==> src/rtl/cart_bank_pkg.sv <==
package cart_bank_pkg;
  localparam int CPU_AW     = 16;
  localparam int DW         = 8;
  localparam int ROM_BANK_W = 7;
  localparam int ROM_OFS_W  = 14;
  localparam int RAM_BANKS  = 4;
  localparam int RAM_OFS_W  = 13;
  localparam int CLK_REGS   = 5;
  localparam int CLK_BASE   = 8;

  localparam int RAM_BANK_W = $clog2(RAM_BANKS);
  localparam int CLK_SEL_W  = $clog2(CLK_REGS);
  localparam int IDX_W      = (RAM_BANK_W > CLK_SEL_W) ? RAM_BANK_W : CLK_SEL_W;
  localparam int ROM_AW     = ROM_BANK_W + ROM_OFS_W;
  localparam int RAM_AW     = RAM_BANK_W + RAM_OFS_W;

  localparam logic [DW-1:0] EN_KEY    = 8'h0A;
  localparam logic [DW-1:0] DIS_KEY   = 8'h00;
  localparam logic [DW-1:0] LATCH_LO  = 8'h00;
  localparam logic [DW-1:0] LATCH_HI  = 8'h01;

  typedef enum logic [1:0] {
    SRC_ROM  = 2'd0,
    SRC_RAM  = 2'd1,
    SRC_CLK  = 2'd2,
    SRC_OPEN = 2'd3
  } rd_src_e;

  typedef enum logic [2:0] {
    HIT_NONE,
    HIT_ENABLE,
    HIT_ROM_BANK,
    HIT_WIN_SEL,
    HIT_LATCH
  } reg_hit_e;

  typedef struct packed {
    logic rom_lo;
    logic rom_hi;
    logic win;
  } region_t;
endpackage

==> src/rtl/cart_bank_decode.sv <==
module cart_bank_decode
  import cart_bank_pkg::*;
(
  input  logic [CPU_AW-1:0] addr_i,
  output region_t           region_o,
  output reg_hit_e          hit_o
);
  // 16 KiB halves of the ROM space, 8 KiB window at 0xA000
  always_comb begin
    region_o.rom_lo = (addr_i[15:14] == 2'b00);
    region_o.rom_hi = (addr_i[15:14] == 2'b01);
    region_o.win    = (addr_i[15:13] == 3'b101);
  end

  always_comb begin
    hit_o = HIT_NONE;
    if (!addr_i[15]) begin
      unique case (addr_i[14:13])
        2'b00:   hit_o = HIT_ENABLE;
        2'b01:   hit_o = HIT_ROM_BANK;
        2'b10:   hit_o = HIT_WIN_SEL;
        default: hit_o = HIT_LATCH;
      endcase
    end
  end
endmodule

==> src/rtl/cart_bank_regs.sv <==
module cart_bank_regs
  import cart_bank_pkg::*;
(
  input  logic                  clk_i,
  input  logic                  rst_ni,
  input  logic                  we_i,
  input  reg_hit_e              hit_i,
  input  logic [DW-1:0]         wdata_i,
  output logic                  win_en_o,
  output logic [ROM_BANK_W-1:0] rom_bank_o,
  output logic                  win_clk_o,
  output logic [IDX_W-1:0]      win_idx_o,
  output logic                  latch_o
);
  logic                  win_en_q;
  logic [ROM_BANK_W-1:0] rom_bank_q;
  logic                  win_clk_q;
  logic [IDX_W-1:0]      win_idx_q;
  logic                  latch_arm_q;
  logic                  latch_q;

  logic sel_is_ram, sel_is_clk;
  logic [DW-1:0] clk_rel;

  always_comb begin
    clk_rel    = wdata_i - DW'(CLK_BASE);
    sel_is_ram = (wdata_i < DW'(RAM_BANKS));
    sel_is_clk = (wdata_i >= DW'(CLK_BASE)) && (clk_rel < DW'(CLK_REGS));
  end

  always_ff @(posedge clk_i or negedge rst_ni) begin
    if (!rst_ni) begin
      win_en_q    <= 1'b0;
      rom_bank_q  <= '0;
      win_clk_q   <= 1'b0;
      win_idx_q   <= '0;
      latch_arm_q <= 1'b0;
      latch_q     <= 1'b0;
    end else begin
      latch_q <= 1'b0;
      if (we_i) begin
        unique case (hit_i)
          HIT_ENABLE: begin
            if (wdata_i == EN_KEY)       win_en_q <= 1'b1;
            else if (wdata_i == DIS_KEY) win_en_q <= 1'b0;
          end
          HIT_ROM_BANK: rom_bank_q <= wdata_i[ROM_BANK_W-1:0];
          HIT_WIN_SEL: begin
            if (sel_is_ram) begin
              win_clk_q <= 1'b0;
              win_idx_q <= IDX_W'(wdata_i);
            end else if (sel_is_clk) begin
              win_clk_q <= 1'b1;
              win_idx_q <= IDX_W'(clk_rel);
            end
          end
          HIT_LATCH: begin
            if (wdata_i == LATCH_LO) begin
              latch_arm_q <= 1'b1;
            end else if (wdata_i == LATCH_HI) begin
              latch_arm_q <= 1'b0;
              latch_q     <= latch_arm_q;
            end
          end
          default: ;
        endcase
      end
    end
  end

  assign win_en_o   = win_en_q;
  assign rom_bank_o = rom_bank_q;
  assign win_clk_o  = win_clk_q;
  assign win_idx_o  = win_idx_q;
  assign latch_o    = latch_q;

  // select always holds a legal RAM bank or clock register
  a_r6_sel_legal: assert property (@(posedge clk_i) disable iff (!rst_ni)
    win_clk_q ? (win_idx_q < IDX_W'(CLK_REGS)) : (win_idx_q < IDX_W'(RAM_BANKS)));

  a_r4_bank_load: assert property (@(posedge clk_i) disable iff (!rst_ni)
    (we_i && hit_i == HIT_ROM_BANK) |=> (rom_bank_q == $past(wdata_i[ROM_BANK_W-1:0])));

  a_r5_en_keep: assert property (@(posedge clk_i) disable iff (!rst_ni)
    (we_i && hit_i == HIT_ENABLE && wdata_i != EN_KEY && wdata_i != DIS_KEY)
      |=> $stable(win_en_q));

  a_r10_one_cycle: assert property (@(posedge clk_i) disable iff (!rst_ni)
    latch_q |=> !latch_q);

  a_r11_no_reg_change: assert property (@(posedge clk_i) disable iff (!rst_ni)
    (hit_i == HIT_NONE) |=> ($stable(win_en_q) && $stable(rom_bank_q) &&
                             $stable(win_idx_q) && $stable(win_clk_q)));
endmodule

==> src/rtl/cart_bank_map.sv <==
module cart_bank_map
  import cart_bank_pkg::*;
(
  input  logic [CPU_AW-1:0]     addr_i,
  input  logic                  we_i,
  input  region_t               region_i,
  input  logic                  win_en_i,
  input  logic [ROM_BANK_W-1:0] rom_bank_i,
  input  logic                  win_clk_i,
  input  logic [IDX_W-1:0]      win_idx_i,
  output logic [ROM_AW-1:0]     rom_addr_o,
  output logic [RAM_AW-1:0]     ram_addr_o,
  output logic                  ram_we_o,
  output logic [CLK_SEL_W-1:0]  clk_sel_o,
  output logic                  clk_we_o,
  output rd_src_e               rd_src_o
);
  logic [ROM_BANK_W-1:0] eff_bank;
  logic                  win_live;

  assign eff_bank   = region_i.rom_hi ? rom_bank_i : '0;
  assign rom_addr_o = {eff_bank, addr_i[ROM_OFS_W-1:0]};
  assign ram_addr_o = {win_idx_i[RAM_BANK_W-1:0], addr_i[RAM_OFS_W-1:0]};
  assign clk_sel_o  = win_idx_i[CLK_SEL_W-1:0];
  assign win_live   = region_i.win && win_en_i;
  assign ram_we_o   = we_i && win_live && !win_clk_i;
  assign clk_we_o   = we_i && win_live && win_clk_i;

  always_comb begin
    if (region_i.rom_lo || region_i.rom_hi) rd_src_o = SRC_ROM;
    else if (!win_live)                     rd_src_o = SRC_OPEN;
    else if (win_clk_i)                     rd_src_o = SRC_CLK;
    else                                    rd_src_o = SRC_RAM;
  end
endmodule

==> src/rtl/cart_bank_ctl.sv <==
module cart_bank_ctl
  import cart_bank_pkg::*;
(
  input  logic                 clk_i,
  input  logic                 rst_ni,
  input  logic [CPU_AW-1:0]    cpu_addr_i,
  input  logic [DW-1:0]        cpu_wdata_i,
  input  logic                 cpu_we_i,
  output logic [ROM_AW-1:0]    rom_addr_o,
  output logic [RAM_AW-1:0]    ram_addr_o,
  output logic                 ram_we_o,
  output logic [CLK_SEL_W-1:0] clk_sel_o,
  output logic                 clk_we_o,
  output logic                 latch_o,
  output logic [1:0]           rd_src_o
);
  region_t               region;
  reg_hit_e              hit;
  logic                  win_en;
  logic [ROM_BANK_W-1:0] rom_bank;
  logic                  win_clk;
  logic [IDX_W-1:0]      win_idx;
  rd_src_e               rd_src;

  cart_bank_decode u_decode (
    .addr_i   (cpu_addr_i),
    .region_o (region),
    .hit_o    (hit)
  );

  cart_bank_regs u_regs (
    .clk_i      (clk_i),
    .rst_ni     (rst_ni),
    .we_i       (cpu_we_i),
    .hit_i      (hit),
    .wdata_i    (cpu_wdata_i),
    .win_en_o   (win_en),
    .rom_bank_o (rom_bank),
    .win_clk_o  (win_clk),
    .win_idx_o  (win_idx),
    .latch_o    (latch_o)
  );

  cart_bank_map u_map (
    .addr_i     (cpu_addr_i),
    .we_i       (cpu_we_i),
    .region_i   (region),
    .win_en_i   (win_en),
    .rom_bank_i (rom_bank),
    .win_clk_i  (win_clk),
    .win_idx_i  (win_idx),
    .rom_addr_o (rom_addr_o),
    .ram_addr_o (ram_addr_o),
    .ram_we_o   (ram_we_o),
    .clk_sel_o  (clk_sel_o),
    .clk_we_o   (clk_we_o),
    .rd_src_o   (rd_src)
  );

  assign rd_src_o = rd_src;

  a_r7_we_exclusive: assert property (@(posedge clk_i) disable iff (!rst_ni)
    !(ram_we_o && clk_we_o));

  a_r9_closed_no_we: assert property (@(posedge clk_i) disable iff (!rst_ni)
    (rd_src == SRC_OPEN) |-> (!ram_we_o && !clk_we_o));

  a_r8_clk_src: assert property (@(posedge clk_i) disable iff (!rst_ni)
    clk_we_o |-> (rd_src == SRC_CLK));

  a_r11_high_open: assert property (@(posedge clk_i) disable iff (!rst_ni)
    (cpu_addr_i[15] && cpu_addr_i[14:13] != 2'b01) |-> (rd_src == SRC_OPEN));
endmodule

==> config.mk <==
export PLATFORM = sky130hd
export DESIGN_NAME = cart_bank_ctl
export DESIGN_NICKNAME = d
export VERILOG_FILES = /design/src/rtl/cart_bank_pkg.sv /design/src/rtl/cart_bank_decode.sv /design/src/rtl/cart_bank_regs.sv /design/src/rtl/cart_bank_map.sv /design/src/rtl/cart_bank_ctl.sv
export SDC_FILE = /design/constraint.sdc
export NUM_CORES = 1
export LEC_CHECK = 0
export BUFFER_PORTS_ARGS = -buffer_cell sky130_fd_sc_hd__buf_4
export CELL_PAD_IN_SITES_DETAIL_PLACEMENT = 1
export CELL_PAD_IN_SITES_GLOBAL_PLACEMENT = 1
export CORE_AREA = 4 4 65 73
export CTS_CLUSTER_DIAMETER = 50
export DETAILED_ROUTE_END_ITERATION = 7
export DIE_AREA = 0 0 69 77
export PLACE_DENSITY_LB_ADDON = 0.1
export REMOVE_ABC_BUFFERS = 1
export SKIP_LAST_GASP = 1
export SYNTH_ARGS = -nofsm -noshare
export SYNTH_HDL_FRONTEND = slang
export SYNTH_SLANG_ARGS = --single-unit
==> constraint.sdc <==
create_clock -name clk_i -period 0.87 [get_ports clk_i]
set_clock_uncertainty 0.2 [all_clocks]
set_input_delay 0.174 -clock clk_i [delete_from_list [all_inputs] [get_ports clk_i]]
set_output_delay 0.174 -clock clk_i [all_outputs]
set_load 0.1 [all_outputs]
==> impl_metrics.json <==
{
  "first_pass_iters": 3,
  "drv_slew": 0,
  "yosys_warnings": 0,
  "gr-usage-all-layers": 0.128,
  "die_x_um": 69,
  "drc": 0,
  "numCtsBuffers": 3,
  "cts-root-buf": "clkbuf_8",
  "avgSynthCellArea_um2": 9.60,
  "portBuffers": 31,
  "crit_path_max_fanout": 4,
  "p_leak_uw": 0.000820,
  "areaGrowthSynthToFinish_pct": 79.3,
  "fin_ws_ns": -0.686,
  "tightest_slew_ns": 0.292,
  "finalHoldViolCount": 1,
  "rsz0062_at_grt": "yes",
  "ys_top_cells_by_area": "dfrtp_1 34%, buf_4 21%, mux2_1 6.6%, ha_1 6.1%, and3_1 4.9%",
  "routed_via_density": 4.47,
  "die_y_um": 77,
  "whs_ns": -0.0278,
  "critPathLaunchType": "flip-flop",
  "cts_tree": "yes",
  "min_period_ns": 1.56,
  "ys_seq_elements": 14,
  "synth_top_cell_area_share": 0.341,
  "maxCapViolCount": 0,
  "antenna_left": 0,
  "dp_slack_ns": -1.00,
  "layout-drive-gt1-share": 0.719,
  "routedWlPerCell_um": 16.9,
  "vias": 885,
  "grt_remaining_overflow": 0,
  "ys_seq_area_frac": 0.341,
  "synth_top_flop_cell": "dfrtp_1",
  "outcome": "finished with violations",
  "grt_max_degree": 15,
  "hold_depth": 2,
  "grt_first_pass_wirelength_um": 5430,
  "drt-initial-drc-count": 33,
  "synth.largest_area_cell": "dfrtp_1",
  "hold_buffers": 1,
  "multi_input_area_um2": 584,
  "synthArstFlopShare": 1.00,
  "totalWireLength_um": 3340,
  "clock_latency_ns": 0.24,
  "power_density_nw_per_um2": 1430,
  "final_core_util": 0.465,
  "ff_latch_area_um2": 353,
  "dieArea_um2": 5310,
  "min_period_over_period": 1.79,
  "rows": 24,
  "cp-end-kind": "output pin",
  "synthCells": 107,
  "n_fill_cell": 432,
  "finalWeightedCongestion": 0.786,
  "final_nets": 180,
  "violations": "hold timing, setup timing",
  "crit_type": "reg -> out",
  "arrival_ns": 1.18,
  "required_ns": 0.50,
  "slew_headroom": 0.803,
  "core-area_um2": 3960,
  "clock_path_buffers": 2,
  "reg2regPathDepth": 3,
  "hold_class": "in -> reg",
  "ioPinCount": 71,
  "syn-cell-area_um2": 1030,
  "initial_core_util": 0.259,
  "dp_hpwl_um": 2440,
  "h-tree-depth": 1,
  "synth-edff-count": 0,
  "setup_violations": 32,
  "clock.fmax_mhz": 643,
  "path_clk_slew_ns": 0.06,
  "cts.sinks": 14,
  "ys_types": 28,
  "grt_pass1_vias": 1077,
  "peakVddDrop_mv": 0.858,
  "antenna_found_initial": 0,
  "n_antenna_cell": 0
}
-- state kept, by name (all words and copies together), names as in the netlist --
signal,flops
u_regs.win_clk_o,1
u_regs.latch_arm_q,1
u_regs.latch_o,1
u_regs.win_en_o,1
u_regs.rom_bank_o,7
u_regs.win_idx_o,3
-- layout by cell type (no fill, tap or decap), drive strengths merged, types with 2 or more instances in the layout --
| cell type | n |
|---|---|
| and3 | 8 |
| nand2 | 5 |
| nand4 | 2 |
| a31oi | 3 |
| ha | 5 |
| buf | 64 |
| dfrtp | 14 |
| nor4 | 3 |
| inv | 10 |
| clkbuf | 3 |
| o21ai | 5 |
| mux2 | 6 |
| nor2 | 5 |
-- final cells by class --
class                           count  area share
Inverter                           11      0.0312
Timing Repair Buffer               65       0.402
Tap cell                           52      0.0353
Clock buffer                        3      0.0224
Sequential cell                    14       0.192
Multi-Input combinational cell     53       0.317
-- metal layers --
metal | part of all wire | track usage | vias up
met2 | 0.52 | 0.220 | 46
met3 | 0.099 | 0.0667 | 2
met1 | 0.37 | 0.134 | 422
li1 | - | - | 415
met5 | 0 | 0.0202 | -
met4 | 0.0045 | 0.0352 | 0
-- stage by stage --
stage	area (um^2)	total power (uW)	instances	hold WS [ns]	setup TNS, ns
after global routing	1840	2780	198	-0.0308	-16.72
after floorplan	810	1330	78	-0.322	-24.17
final	1840	2640	198	-0.0278	-15.59
after global placement	1270	1620	183	-0.156	-18.97
after CTS	1760	2520	193	-0.0329	-15.44
after detailed placement	1270	1630	183	-0.161	-20.06
-- synthesized netlist by cell type (2+ instances only) --
cell type	count
inv_1	11
nand4_1	2
mux2_1	6
a31oi_1	3
nand2_1	4
buf_4	29
o21ai_1	3
dfrtp_1	14
nor2_1	5
and3_1	8
ha_1	5
-- final timing paths --
kind / startpoint / end / slack (ns)
max: u_regs.win_clk_o / rd_src_o[1] / -0.69
min: cpu_wdata_i[6] / u_regs.rom_bank_o[6] / -0.03
max reg2reg: u_regs.rom_bank_o[6] / u_regs.rom_bank_o[6] / -0.32
min reg2reg: u_regs.latch_arm_q / u_regs.latch_arm_q / 0.32
max in group asynchronous: rst_ni / u_regs.win_idx_o[0] / 0.17
min in group asynchronous: rst_ni / u_regs.win_idx_o[2] / 0.11
-- power breakdown --
group	switching, uW	internal (uW)
Sequential	66.0	757
Combinational	657	616
Clock	233	306
Total	956	1680
-- logic make-up after synthesis --
kind of cell | share of synthesized area
compound gates | 0.0804
xor+xnor | 0.00853
fa+ha+maj | 0.0609
buf+inv | 0.252
flops | 0.341
mux | 0.0755
simple gates | 0.181
-- timing repair --
item,CTS,global route
endpoints found under the hold margin,16,2
resized for setup,96,8
pin swaps,15,11
buffers inserted,9,8
endpoints found under the setup margin,32,32
gates cloned,0,0
-- critical path, cell delays in order (launching register included) --
cell	delay [ns]
dfrtp_1	0.40
inv_1	0.08
a31oi_1	0.21
buf_6	0.26
Note: power is estimated with default switching activity, not from simulation.
